## config.mk

```make
export PLATFORM = sky130hd
export DESIGN_NAME = reg_alu_flags
export DESIGN_NICKNAME = d
export VERILOG_FILES = /design/src/rtl/reg_alu_pkg.sv /design/src/rtl/reg_alu_decode.sv /design/src/rtl/reg_alu_shifter.sv /design/src/rtl/reg_alu_datapath.sv /design/src/rtl/reg_alu_flags.sv
export SDC_FILE = /design/constraint.sdc
export NUM_CORES = 2
export LEC_CHECK = 0
export BUFFER_PORTS_ARGS = -buffer_cell sky130_fd_sc_hd__buf_2
export CAP_MARGIN = 20
export CORE_MARGIN = 3
export CORE_UTILIZATION = 40
export DETAILED_ROUTE_END_ITERATION = 7
export PLACE_DENSITY = 0.65
export SETUP_SLACK_MARGIN = 0.4
export SLEW_MARGIN = 20
export SYNTH_ARGS = -nofsm -noshare
export SYNTH_HDL_FRONTEND = slang
export SYNTH_HIERARCHICAL = 1
export SYNTH_SLANG_ARGS = --single-unit
export TNS_END_PERCENT = 50
```

## constraint.sdc

```tcl
create_clock -name vclk -period 21
set_input_delay 2.1 -clock vclk [all_inputs]
set_output_delay 2.1 -clock vclk [all_outputs]
set_load 0.1 [all_outputs]
```

## src/rtl/reg_alu_pkg.sv

```systemverilog
package reg_alu_pkg;

  typedef enum logic [3:0] {
    OP_AND     = 4'h0,
    OP_XOR     = 4'h1,
    OP_SHL     = 4'h2,
    OP_SHR     = 4'h3,
    OP_SAR     = 4'h4,
    OP_ADDC    = 4'h5,
    OP_SUBC    = 4'h6,
    OP_ROTR    = 4'h7,
    OP_TEST    = 4'h8,
    OP_NEGATE  = 4'h9,
    OP_COMPARE = 4'hA,
    OP_COMPNEG = 4'hB,
    OP_OR      = 4'hC,
    OP_MULT    = 4'hD,
    OP_CLEAR   = 4'hE,
    OP_NOT     = 4'hF
  } aluOp_e;

  typedef enum logic [1:0] {
    RES_LOGIC = 2'd0,
    RES_ARITH = 2'd1,
    RES_SHIFT = 2'd2,
    RES_MUL   = 2'd3
  } resSel_e;

  typedef enum logic [2:0] {
    LK_AND  = 3'd0,
    LK_XOR  = 3'd1,
    LK_OR   = 3'd2,
    LK_ANDN = 3'd3,
    LK_NOTB = 3'd4
  } logicKind_e;

  typedef enum logic [1:0] {
    SK_LEFT  = 2'd0,
    SK_RIGHT = 2'd1,
    SK_ARITH = 2'd2,
    SK_ROT   = 2'd3
  } shiftKind_e;

  typedef enum logic [1:0] {
    CI_ZERO = 2'd0,
    CI_ONE  = 2'd1,
    CI_FLAG = 2'd2
  } carrySel_e;

  // Strobes from the decoder to the datapath
  typedef struct packed {
    resSel_e    resSel;
    logicKind_e logicKind;
    shiftKind_e shiftKind;
    logic       zeroFirst;   // replace adder input A by zero
    logic       invSecond;   // complement adder input B
    carrySel_e  carrySel;
    logic       writeBack;
  } aluCtrl_t;

endpackage

```

## src/rtl/reg_alu_decode.sv

```systemverilog
module reg_alu_decode
  import reg_alu_pkg::*;
(
  input  aluOp_e   opCode,
  output aluCtrl_t ctrl
);

  always_comb begin
    ctrl.resSel    = RES_LOGIC;
    ctrl.logicKind = LK_AND;
    ctrl.shiftKind = SK_LEFT;
    ctrl.zeroFirst = 1'b0;
    ctrl.invSecond = 1'b0;
    ctrl.carrySel  = CI_ZERO;
    ctrl.writeBack = 1'b1;
    unique case (opCode)
      OP_AND:     ctrl.logicKind = LK_AND;
      OP_XOR:     ctrl.logicKind = LK_XOR;
      OP_OR:      ctrl.logicKind = LK_OR;
      OP_CLEAR:   ctrl.logicKind = LK_ANDN;
      OP_NOT:     ctrl.logicKind = LK_NOTB;
      OP_TEST: begin
        ctrl.logicKind = LK_AND;
        ctrl.writeBack = 1'b0;
      end
      OP_SHL: begin
        ctrl.resSel    = RES_SHIFT;
        ctrl.shiftKind = SK_LEFT;
      end
      OP_SHR: begin
        ctrl.resSel    = RES_SHIFT;
        ctrl.shiftKind = SK_RIGHT;
      end
      OP_SAR: begin
        ctrl.resSel    = RES_SHIFT;
        ctrl.shiftKind = SK_ARITH;
      end
      OP_ROTR: begin
        ctrl.resSel    = RES_SHIFT;
        ctrl.shiftKind = SK_ROT;
      end
      OP_ADDC: begin
        ctrl.resSel   = RES_ARITH;
        ctrl.carrySel = CI_FLAG;
      end
      OP_SUBC: begin
        ctrl.resSel    = RES_ARITH;
        ctrl.invSecond = 1'b1;
        ctrl.carrySel  = CI_FLAG;
      end
      OP_NEGATE: begin
        ctrl.resSel    = RES_ARITH;
        ctrl.zeroFirst = 1'b1;
        ctrl.invSecond = 1'b1;
        ctrl.carrySel  = CI_ONE;
      end
      OP_COMPARE: begin
        ctrl.resSel    = RES_ARITH;
        ctrl.invSecond = 1'b1;
        ctrl.carrySel  = CI_ONE;
        ctrl.writeBack = 1'b0;
      end
      OP_COMPNEG: begin
        ctrl.resSel    = RES_ARITH;
        ctrl.writeBack = 1'b0;
      end
      OP_MULT:    ctrl.resSel = RES_MUL;
      default:    ctrl.writeBack = 1'b1;
    endcase
  end

endmodule

```

## src/rtl/reg_alu_shifter.sv

```systemverilog
module reg_alu_shifter
  import reg_alu_pkg::*;
#(
  parameter int W     = 32,
  parameter int AMT_W = 8
) (
  input  logic [W-1:0]     value,
  input  logic [AMT_W-1:0] amount,
  input  shiftKind_e       kind,
  input  logic             carryIn,
  output logic [W-1:0]     shifted,
  output logic             carryOut
);

  localparam int ROT_W = $clog2(W);
  localparam logic [AMT_W-1:0] FULL_AMT = AMT_W'(W);

  logic [W:0]       leftWide;
  logic [W:0]       rightWide;
  logic [W:0]       sarWide;
  logic [AMT_W-1:0] sarAmount;
  logic [ROT_W-1:0] rotAmount;
  logic [ROT_W:0]   rotBack;
  logic [W-1:0]     rotated;

  // One extra bit on the exit side of each shifter catches the last bit out
  always_comb begin
    leftWide  = {1'b0, value} << amount;
    rightWide = {value, 1'b0} >> amount;
    sarAmount = (amount > FULL_AMT) ? FULL_AMT : amount;
    sarWide   = $signed({value, 1'b0}) >>> sarAmount;
    rotAmount = amount[ROT_W-1:0];
    rotBack   = (ROT_W+1)'(W) - {1'b0, rotAmount};
    rotated   = (value >> rotAmount) | (value << rotBack);
  end

  always_comb begin
    if (amount == '0) begin
      shifted  = value;
      carryOut = carryIn;
    end else begin
      unique case (kind)
        SK_LEFT: begin
          shifted  = leftWide[W-1:0];
          carryOut = leftWide[W];
        end
        SK_RIGHT: begin
          shifted  = rightWide[W:1];
          carryOut = rightWide[0];
        end
        SK_ARITH: begin
          shifted  = sarWide[W:1];
          carryOut = sarWide[0];
        end
        default: begin
          shifted  = rotated;
          carryOut = rotated[W-1];
        end
      endcase
    end
  end

endmodule

```

## src/rtl/reg_alu_datapath.sv

```systemverilog
module reg_alu_datapath
  import reg_alu_pkg::*;
#(
  parameter int W     = 32,
  parameter int AMT_W = 8
) (
  input  aluCtrl_t     ctrl,
  input  logic [W-1:0] opA,
  input  logic [W-1:0] opB,
  input  logic         carryIn,
  input  logic         overflowIn,
  output logic [W-1:0] result,
  output logic         flagN,
  output logic         flagZ,
  output logic         flagC,
  output logic         flagV
);

  logic [W-1:0] arithA;
  logic [W-1:0] arithB;
  logic         adderCin;
  logic [W:0]   sumWide;
  logic [W-1:0] sum;
  logic         sumCarry;
  logic         sumOvf;
  logic [W-1:0] logicRes;
  logic [W-1:0] product;
  logic [W-1:0] shiftRes;
  logic         shiftCarry;

  // Single shared adder: add, add with carry, subtracts and negate
  always_comb begin
    arithA = ctrl.zeroFirst ? '0 : opA;
    arithB = ctrl.invSecond ? ~opB : opB;
    unique case (ctrl.carrySel)
      CI_ONE:  adderCin = 1'b1;
      CI_FLAG: adderCin = carryIn;
      default: adderCin = 1'b0;
    endcase
    sumWide  = {1'b0, arithA} + {1'b0, arithB} + {{W{1'b0}}, adderCin};
    sum      = sumWide[W-1:0];
    sumCarry = sumWide[W];
    sumOvf   = (arithA[W-1] == arithB[W-1]) && (sum[W-1] != arithA[W-1]);
  end

  always_comb begin
    unique case (ctrl.logicKind)
      LK_XOR:  logicRes = opA ^ opB;
      LK_OR:   logicRes = opA | opB;
      LK_ANDN: logicRes = opA & ~opB;
      LK_NOTB: logicRes = ~opB;
      default: logicRes = opA & opB;
    endcase
  end

  always_comb product = opA * opB;

  reg_alu_shifter #(
    .W     (W),
    .AMT_W (AMT_W)
  ) i_shifter (
    .value    (opA),
    .amount   (opB[AMT_W-1:0]),
    .kind     (ctrl.shiftKind),
    .carryIn  (carryIn),
    .shifted  (shiftRes),
    .carryOut (shiftCarry)
  );

  always_comb begin
    flagV = overflowIn;
    flagC = carryIn;
    unique case (ctrl.resSel)
      RES_ARITH: begin
        result = sum;
        flagC  = sumCarry;
        flagV  = sumOvf;
      end
      RES_SHIFT: begin
        result = shiftRes;
        flagC  = shiftCarry;
      end
      RES_MUL:   result = product;
      default:   result = logicRes;
    endcase
    flagN = result[W-1];
    flagZ = (result == '0);
  end

endmodule

```

## src/rtl/reg_alu_flags.sv

```systemverilog
module reg_alu_flags
  import reg_alu_pkg::*;
#(
  parameter int W     = 32,
  parameter int AMT_W = 8
) (
  input  logic [W-1:0] opA,
  input  logic [W-1:0] opB,
  input  logic [3:0]   opSel,
  input  logic         carryIn,
  input  logic         overflowIn,
  output logic [W-1:0] result,
  output logic         writeEn,
  output logic         flagN,
  output logic         flagZ,
  output logic         flagC,
  output logic         flagV
);

  aluCtrl_t ctrl;

  reg_alu_decode i_decode (
    .opCode (aluOp_e'(opSel)),
    .ctrl   (ctrl)
  );

  reg_alu_datapath #(
    .W     (W),
    .AMT_W (AMT_W)
  ) i_datapath (
    .ctrl       (ctrl),
    .opA        (opA),
    .opB        (opB),
    .carryIn    (carryIn),
    .overflowIn (overflowIn),
    .result     (result),
    .flagN      (flagN),
    .flagZ      (flagZ),
    .flagC      (flagC),
    .flagV      (flagV)
  );

  assign writeEn = ctrl.writeBack;

endmodule

```

==> reports/metrics.cfg <==
[run_status]
status=completed

[placement]
place.gp.congestion=1.07
hpwlAfterDp_microns=111000
placed_area_sq_mm=0.0315
place.port_buffers=107

[yosys]
yosysWarnings=6
synth.distinct_cells=108
syn_avg_cell_area_sq_um=7.75
synthCells=3903
ys_seq_area_share_pct=0
synth_fp_nets=4592
synth_area_sq_mm=0.0302

[grt]
grtUsageTotal_pct=37.0
grt.overflow.total=0
grt_pass1_wl_microns=215000
grt_pass1_vias=30901
antenna_found_initial=6
grt_max_degree=119

[floorplanning]
coreArea_sq_mm=0.0747
die_x_microns=281
die_h_microns=281
start_util_pct=40.5
placementRows=100
ioPinCount=107
dieArea_sq_mm=0.0789

[routing]
firstDrtPassIters=6
totalWireLength_microns=148000
drtAntennaViolNets=0
drcViolationCount=0
drt_iter0_drc=4703
num_vias=31729
vias_per_cell=6.66
post_drt_wl_per_cell_microns=31.1

[cells_and_area]
multi_input_area_sq_mm=0.0271
nClkBuffers=0
syn_to_final_growth_pct=4.30
fin_util_pct=42.2
fillers=7614
fin_area_sq_mm=0.0315
drive_gt1_share_pct=11.1
nFlopsAndLatches=0
seq_area_sq_um=0
nets=4485

[critical_path]
cp_common_cell=fa_1
worst-setup-path-type=input pin to output pin
slowest_delay_ps=740
critPathLaunchType=input pin
worst_ep_required_time_ps=18900
path_max_fanout=18
cp.arrival_ps=11610
endpoint_kind=output pin
cpMaxStageDelayCell=clkinv_1

[worst_hold_path]
hp-class=input pin to output pin
hold_depth=4

[sta]
rsz0062_at_grt=false
min_period_ps=13710
finalSetupViolCount=0
worstMarginPinSlew_ps=1010
setup_tns_ps=0
post-route-period-util_pct=65.3
drv_slew=0
fmax_ghz=0.0729
hold_violations=0
relSlewSlack_pct=32.2

[clock_tree]
hold_buffers=0
ctsResizeCount=0
post_cts_buffers=0

[run]
maxCapViolations=0

## cells by family after synthesis
group	synth area share, %
adder cells (fa/ha/maj)	35.8
AND/OR/NAND/NOR	17.6
multiplexers	11.8
buffers and inverters	10.7
XOR/XNOR	4.40
AO/OA/AOI/OAI	19.7
## final timing paths
| path | from | endpoint | slack (ps) |
|---|---|---|---|
| min | carryIn | flagC | 4830 |
| max | opA[6] | flagZ | 7290 |
## worst max-delay path, delay by kind of cell
family	cells	cell delay (ps)
compound gates	6	1240
xor+xnor	1	160
fa+ha+maj	9	3840
buf+inv	10	2040
simple gates	5	2200
## cell type report
| cell class | instances | area share, % |
|---|---|---|
| Inverter | 494 | 5.88 |
| Timing Repair Buffer | 215 | 4.41 |
| Multi-Input combinational cell | 3085 | 85.8 |
| Antenna cell | 4 | 0.0317 |
| Tap cell | 969 | 3.84 |
## layer usage
metal / part of all wire, % / track usage [%] / vias up / routed length (microns)
li1: - / - / 13110 / -
met1: 38 / 49.6 / 15601 / 56700
met2: 40 / 53.0 / 2498 / 59900
met3: 15 / 12.3 / 516 / 21900
met4: 6.6 / 18.6 / 4 / 9860
met5: 0.023 / 0 / - / 34
## cells in the final DEF, fill, tap and decap left out, drive strengths merged, types with 57 or more instances in the layout
cell / netlist / layout
nor2: 516 / 516
inv: 476 / 477
fa: 410 / 410
nand2: 401 / 401
buf: 100 / 215
ha: 209 / 209
a21oi: 170 / 170
o21ai: 151 / 151
mux2i: 112 / 112
xnor2: 92 / 92
mux4: 80 / 80
o211ai: 62 / 62
xor2: 59 / 59
a31oi: 57 / 57
mux2: 57 / 57
## metrics by stage
step	hold slack (ps)	std cells	setup slack, ps
after global routing	4830	4763	6910
final	4830	4767	7290
after CTS	4810	4763	7360
after detailed placement	4810	4763	7350
after floorplan	4640	3903	7010
after global placement	4810	4763	7390
## Yosys cell counts, types with 23 or more instances
cell type  count  area (sq um)
ha_1         209          2620
mux2i_1      112          1120
nand2_1      401          1510
nand3_1       45           225
xnor2_1       91           797
o211ai_1      61           458
a21oi_1      168           841
nor3_1        51           255
o22ai_1       25           156
buf_2         40           200
nand2b_1      23           144
mux2_2        57           642
fa_1         410          8210
o21ai_0      144           721
a211oi_1      51           383
buf_1         38           143
inv_1        468          1760
clkbuf_1     223           837
a31oi_1       57           357
mux4_2        77          1730
a21o_1        32           240
nor2_1       516          1940
xor2_1        59           517
a221oi_1      41           359
